**src/rtl/i2ct_pkg.sv**
```systemverilog
package i2ct_pkg;

  typedef enum logic [3:0] {
    ST_IDLE,   // bus free or not yet addressed
    ST_ADDR,   // shifting in the address byte
    ST_AACK,   // driving ACK for the address
    ST_WDATA,  // shifting in a write byte
    ST_WACK,   // driving ACK for a write byte
    ST_RLOAD,  // capturing the byte to transmit
    ST_RDATA,  // shifting out a read byte
    ST_RACK,   // sampling the controller ACK/NACK
    ST_HOLD,   // read ended by NACK, line released
    ST_SKIP    // address mismatch, bus ignored
  } eng_state_t;

endpackage

```
**src/rtl/i2ct_filter.sv**
```systemverilog
module i2ct_filter #(
  parameter int   FILT_LEN = 8,
  parameter logic RST_VAL  = 1'b1
) (
  input  logic clk,
  input  logic rst,
  input  logic din,
  output logic dout
);
  localparam int CW = $clog2(FILT_LEN + 1);
  localparam logic [CW-1:0] RUN_LAST = CW'(FILT_LEN - 1);

  logic [1:0]    sync;
  logic [CW-1:0] run;

  // The output follows the synchronised input only after FILT_LEN
  // consecutive samples that differ from the current output.
  always_ff @(posedge clk) begin
    if (rst) begin
      sync <= {2{RST_VAL}};
      run  <= '0;
      dout <= RST_VAL;
    end else begin
      sync <= {sync[0], din};
      if (sync[1] == dout) begin
        run <= '0;
      end else if (run == RUN_LAST) begin
        dout <= sync[1];
        run  <= '0;
      end else begin
        run <= run + 1'b1;
      end
    end
  end
endmodule

```
**src/rtl/i2ct_cond.sv**
```systemverilog
module i2ct_cond (
  input  logic clk,
  input  logic rst,
  input  logic scl_f,
  input  logic sda_f,
  output logic scl_rise,
  output logic scl_fall,
  output logic bus_start,
  output logic bus_stop
);
  logic scl_q, sda_q;

  always_ff @(posedge clk) begin
    if (rst) begin
      scl_q <= 1'b1;
      sda_q <= 1'b1;
    end else begin
      scl_q <= scl_f;
      sda_q <= sda_f;
    end
  end

  assign scl_rise  = scl_f & ~scl_q;
  assign scl_fall  = ~scl_f & scl_q;
  // SDA edges while SCL stays high are bus conditions, never data
  assign bus_start = scl_f & scl_q & sda_q & ~sda_f;
  assign bus_stop  = scl_f & scl_q & ~sda_q & sda_f;
endmodule

```
**src/rtl/i2ct_fsm.sv**
```systemverilog
module i2ct_fsm
  import i2ct_pkg::*;
#(
  parameter int                    DW        = 8,
  parameter int                    ADDR_HI_W = 4,
  parameter int                    STRAP_W   = 3,
  parameter logic [ADDR_HI_W-1:0]  ADDR_HI   = 4'b0011
) (
  input  logic               clk,
  input  logic               rst,
  input  logic               scl_rise,
  input  logic               scl_fall,
  input  logic               bus_start,
  input  logic               bus_stop,
  input  logic               sda_s,
  input  logic [STRAP_W-1:0] strap,
  input  logic [DW-1:0]      rd_data,
  output logic               sda_oe,
  output logic               addr_rw,
  output logic               wr_stb,
  output logic [DW-1:0]      wr_data,
  output logic               wr_first,
  output logic               rd_req,
  output logic               stop_strb,
  output eng_state_t         state
);
  localparam int AW = ADDR_HI_W + STRAP_W;
  localparam int CW = $clog2(DW + 1);
  localparam logic [CW-1:0] CNT_FULL = CW'(DW);

  logic [DW-1:0] shreg;
  logic [CW-1:0] cnt;
  logic          first;
  logic          mack;

  always_ff @(posedge clk) begin
    wr_stb    <= 1'b0;
    rd_req    <= 1'b0;
    stop_strb <= 1'b0;
    if (rst) begin
      state    <= ST_IDLE;
      sda_oe   <= 1'b0;
      addr_rw  <= 1'b0;
      shreg    <= '0;
      cnt      <= '0;
      first    <= 1'b0;
      mack     <= 1'b0;
      wr_data  <= '0;
      wr_first <= 1'b0;
    end else if (bus_start) begin
      state  <= ST_ADDR;
      cnt    <= '0;
      sda_oe <= 1'b0;
      first  <= 1'b1;
    end else if (bus_stop) begin
      if (state != ST_IDLE && state != ST_SKIP) stop_strb <= 1'b1;
      state  <= ST_IDLE;
      sda_oe <= 1'b0;
    end else begin
      case (state)
        ST_ADDR: begin
          if (scl_rise) begin
            shreg <= {shreg[DW-2:0], sda_s};
            cnt   <= cnt + 1'b1;
          end else if (scl_fall && cnt == CNT_FULL) begin
            if (shreg[DW-1 -: AW] == {ADDR_HI, strap}) begin
              state   <= ST_AACK;
              sda_oe  <= 1'b1;
              addr_rw <= shreg[0];
            end else begin
              state <= ST_SKIP;
            end
          end
        end
        ST_AACK: begin
          if (scl_fall) begin
            cnt    <= '0;
            sda_oe <= 1'b0;
            if (addr_rw) begin
              rd_req <= 1'b1;
              state  <= ST_RLOAD;
            end else begin
              state <= ST_WDATA;
            end
          end
        end
        ST_WDATA: begin
          if (scl_rise) begin
            shreg <= {shreg[DW-2:0], sda_s};
            cnt   <= cnt + 1'b1;
          end else if (scl_fall && cnt == CNT_FULL) begin
            wr_stb   <= 1'b1;
            wr_data  <= shreg;
            wr_first <= first;
            first    <= 1'b0;
            sda_oe   <= 1'b1;
            state    <= ST_WACK;
          end
        end
        ST_WACK: begin
          if (scl_fall) begin
            sda_oe <= 1'b0;
            cnt    <= '0;
            state  <= ST_WDATA;
          end
        end
        ST_RLOAD: begin
          shreg  <= rd_data;
          sda_oe <= ~rd_data[DW-1];
          cnt    <= '0;
          state  <= ST_RDATA;
        end
        ST_RDATA: begin
          if (scl_rise) begin
            cnt <= cnt + 1'b1;
          end else if (scl_fall) begin
            if (cnt == CNT_FULL) begin
              sda_oe <= 1'b0;
              state  <= ST_RACK;
            end else begin
              shreg  <= {shreg[DW-2:0], 1'b0};
              sda_oe <= ~shreg[DW-2];
            end
          end
        end
        ST_RACK: begin
          if (scl_rise) begin
            mack <= ~sda_s;
          end else if (scl_fall) begin
            if (mack) begin
              rd_req <= 1'b1;
              state  <= ST_RLOAD;
            end else begin
              state <= ST_HOLD;
            end
          end
        end
        default: ;
      endcase
    end
  end
endmodule

```
**src/rtl/i2c_target_engine.sv**
```systemverilog
module i2c_target_engine
  import i2ct_pkg::*;
#(
  parameter int                    FILT_LEN  = 8,
  parameter int                    DW        = 8,
  parameter int                    ADDR_HI_W = 4,
  parameter int                    STRAP_W   = 3,
  parameter logic [ADDR_HI_W-1:0]  ADDR_HI   = 4'b0011
) (
  input  logic               clk,
  input  logic               rst,
  input  logic               scl_i,
  input  logic               sda_i,
  input  logic [STRAP_W-1:0] strap,
  output logic               sda_oe,
  output logic               addr_rw,
  output logic               wr_stb,
  output logic [DW-1:0]      wr_data,
  output logic               wr_first,
  output logic               rd_req,
  input  logic [DW-1:0]      rd_data,
  output logic               stop_strb
);
  localparam int NLINES = 2;

  logic [NLINES-1:0] raw_lines;
  logic [NLINES-1:0] filt_lines;
  logic scl_f, sda_f;
  logic scl_rise, scl_fall, bus_start, bus_stop;
  eng_state_t eng_state;

  assign raw_lines = {scl_i, sda_i};

  for (genvar g = 0; g < NLINES; g++) begin : g_line
    i2ct_filter #(.FILT_LEN(FILT_LEN), .RST_VAL(1'b1)) u_filt (
      .clk  (clk),
      .rst  (rst),
      .din  (raw_lines[g]),
      .dout (filt_lines[g])
    );
  end

  assign sda_f = filt_lines[0];
  assign scl_f = filt_lines[1];

  i2ct_cond u_cond (
    .clk       (clk),
    .rst       (rst),
    .scl_f     (scl_f),
    .sda_f     (sda_f),
    .scl_rise  (scl_rise),
    .scl_fall  (scl_fall),
    .bus_start (bus_start),
    .bus_stop  (bus_stop)
  );

  i2ct_fsm #(
    .DW(DW), .ADDR_HI_W(ADDR_HI_W), .STRAP_W(STRAP_W), .ADDR_HI(ADDR_HI)
  ) u_fsm (
    .clk       (clk),
    .rst       (rst),
    .scl_rise  (scl_rise),
    .scl_fall  (scl_fall),
    .bus_start (bus_start),
    .bus_stop  (bus_stop),
    .sda_s     (sda_f),
    .strap     (strap),
    .rd_data   (rd_data),
    .sda_oe    (sda_oe),
    .addr_rw   (addr_rw),
    .wr_stb    (wr_stb),
    .wr_data   (wr_data),
    .wr_first  (wr_first),
    .rd_req    (rd_req),
    .stop_strb (stop_strb),
    .state     (eng_state)
  );
endmodule

```
**config.mk**
```make
export PLATFORM = sky130hd
export DESIGN_NAME = i2c_target_engine
export DESIGN_NICKNAME = d
export VERILOG_FILES = /design/src/rtl/i2ct_pkg.sv /design/src/rtl/i2ct_filter.sv /design/src/rtl/i2ct_cond.sv /design/src/rtl/i2ct_fsm.sv /design/src/rtl/i2c_target_engine.sv
export SDC_FILE = /design/constraint.sdc
export NUM_CORES = 1
export LEC_CHECK = 0
export BUFFER_PORTS_ARGS = -buffer_cell sky130_fd_sc_hd__buf_4
export CAP_MARGIN = 20
export CORE_MARGIN = 2
export CORE_UTILIZATION = 24
export CTS_BUF_LIST = sky130_fd_sc_hd__clkbuf_4 sky130_fd_sc_hd__clkbuf_8 sky130_fd_sc_hd__clkbuf_16
export DETAILED_ROUTE_END_ITERATION = 16
export PLACE_DENSITY = 0.43
export RECOVER_POWER = 25
export SLEW_MARGIN = 5
export SYNTH_ARGS = -nofsm -noshare
export SYNTH_HDL_FRONTEND = slang
export SYNTH_SLANG_ARGS = --single-unit
```
**constraint.sdc**
```tcl
create_clock -name clk -period 2.1 [get_ports clk]
set_clock_uncertainty 0.15 [all_clocks]
set_input_delay 0.21 -clock clk [delete_from_list [all_inputs] [get_ports clk]]
set_output_delay 0.21 -clock clk [all_outputs]
set_load 0.02 [all_outputs]
```
==> flow_summary.ini <==
[outcome]
status = complete, no violations

[placed_design]
port-buffer-count = 28
dp_hpwl_mm = 4.36
gp_congestion = 0.822
place_area_um2 = 2940

[die]
io_pins = 29
dieArea_um2 = 10900
die_y_um = 105
start_util = 0.248
rows = 36
die_w_um = 105
core_area_um2 = 9770

[power]
p_clk_frac = 0.290
netSwitchingFraction = 0.310
leakage_nw = 1.23
p_switching_uw = 659
power_mw = 2.13
internal-power_mw = 1.47
power_frac_comb = 0.245
ir_drop_v = 0.000258
power_density_nw_per_um2 = 689
seqPwrFrac = 0.465

[detailed_routing]
drtIter0Drc = 81
drt_first_pass_iters = 4
ant_nets = 0
drc = 0
num_vias = 2030
viasPerCell = 4.51
wl_per_cell_um = 13.5
routed_wl_mm = 6.06

[clock_tree]
cts_made_buffers = 5
clkLatencyLatePin_ps = 310
clock-root-buffer = clkbuf_8
clk_pin_slew_ps = 100
cts_tree = yes
h-tree-depth = 2
clockBufferDepth = 2
cts_sinks = 48

[timing]
worst_pin_slew_ps = 486
min_period_ps = 1960
fmax_mhz = 510
finalCritPeriodShare = 0.934
relSlewSlack = 0.674
timing.final.max_slew_violations = 0
fin_hold_ws_ps = 106
hold_violations = 0
setup_viol_count_final = 0

[logic_synthesis]
ys_top_cells_by_count = 48 x dfxtp_1, 39 x nor2_1, 18 x mux2i_1, 17 x nand2_1, 13 x a21oi_1
synth.most_common_cell = dfxtp_1
async_flop_share = 0
synth_fp_nets = 284
synth_area_leaders = dfxtp_1 40%, mux2i_1 7.4%, nor2_1 6.0%, mux2_2 3.3%, a21oi_1 2.7%
ys_ff_latch = 48
yosys.area.top_type = dfxtp_1
avgSynthCellArea_um2 = 9.15
ys_types = 54
syn_area_um2 = 2420
synthCells = 265
synth-main-ff-cell = dfxtp_1
yosysWarningCount = 0
ys_seq_area_frac = 0.396
synth_edf_count = 0
synth_top_area_share = 0.396

[final_layout]
layout.nets = 335
drive_gt1_frac = 0.265
design_area_um2 = 3090
postLayoutCoreUtil = 0.316
area_delta_synth_final_pct = 27.3
antenna_cells = 0

[global_routing]
grt_pass1_wl_mm = 10.3
grt_max_degree = 37
antenna_found_initial = 0
grt_overflow = 0
track_usage = 0.116
grt_pass1_vias = 1998

[setup_path]
crit_arrival_ps = 2010
crit_type = flop to flop
crit_path_end_kind = flop
cp-start-kind = flop
cp_data_required_time_ps = 2150
crit_path_max_fanout = 6

[job]
cap_violations = 0

[min_path]
hold_class = input port to flop
==> cells in the final DEF, fill, tap and decap left out, drive strengths merged, types with 9 or more instances in the layout <==
cell    synthesis  routed
o21ai          10      10
a21oi          14      14
dfxtp          48      48
nand2          17      17
clkbuf          4      18
mux2i          18      18
buf             9      43
nor2           39      39
inv             8       9
==> final cells by class <==
class / instances / area, um2
fill: 1035 / 6690
multi-input combinational: 196 / 1380
sequential: 48 / 963
timing repair buffer: 57 / 454
tap: 133 / 166
clock buffer: 6 / 82.6
inverter: 8 / 30.0
clock inverter: 2 / 13.8
==> flip-flops by register name (all words and copies together) (netlist names), 2 cells and up <==
register,flops
g_line.u_filt.dout,2
g_line.u_filt.run,8
g_line.u_filt.sync,4
u_fsm.cnt,4
u_fsm.shreg,8
u_fsm.state,4
u_fsm.wr_data,8
==> cells by family (layout without fill, tap and decap cells) <==
group,count (synthesis),count (layout),synth area share
DFF,48,48,0.396
buffers and inverters,21,73,0.0402
AOI/OAI and AO/OA,51,51,0.162
adders and majority gates,4,4,0.0206
and+or+nand+nor,104,104,0.231
xor gates and xnor gates,12,12,0.0433
muxes,25,25,0.107
==> stage by stage <==
step                cells  worst slack (ps)  setup TNS (ps)
finish                450               139               0
global route          450             -19.2           -35.5
CTS                   446              39.8               0
detailed placement    436              84.1               0
global placement      436              29.0               0
floorplan             265               229               0
==> worst max-delay path, stage by stage, from the launching register on <==
cell	delay (ps)
dfxtp_2	340
inv_1	70
ha_1	160
and3b_2	240
nand3_2	120
nor4b_4	220
buf_4	170
buf_12	130
mux2i_2	200
nor2_1	50
==> worst paths after layout <==
| check | startpoint | endpoint | slack, ps | cells past startpoint |
|---|---|---|---|---|
| max | u_fsm.cnt[1] | u_fsm.wr_data[2] | 140 | 9 |
| min | rd_data[4] | u_fsm.shreg[4] | 110 | 4 |
| max reg2reg | u_fsm.cnt[1] | u_fsm.wr_data[2] | 140 | 9 |
| min reg2reg | g_line[1].u_filt.sync[0] | g_line[1].u_filt.sync[1] | 270 | 1 |
==> power by group through the flow <==
stage               Clock (mW)  Combinational, mW  Sequential (mW)
floorplan                    0              0.344            0.985
global placement             0              0.519             1.01
detailed placement           0              0.516             1.01
CTS                      0.643              0.522            0.989
global route             0.681              0.579            0.997
finish                   0.616              0.521            0.990
==> layer usage <==
layer	GRT usage	share of wire
met4	0.0376	0.020
met3	0.0194	0.027
met2	0.186	0.46
met5	0	0
met1	0.159	0.50
==> timing repair <==
| action | 4_1_cts | 5_1_grt |
|---|---|---|
| hold buffers | 2 | 0 |
| endpoints found under the setup margin | 0 | 18 |
| hold endpoints to repair | 2 | 0 |
| setup buffers | 0 | 3 |
| gates resized for setup | 0 | 5 |
(Power assumes the default switching activity.)
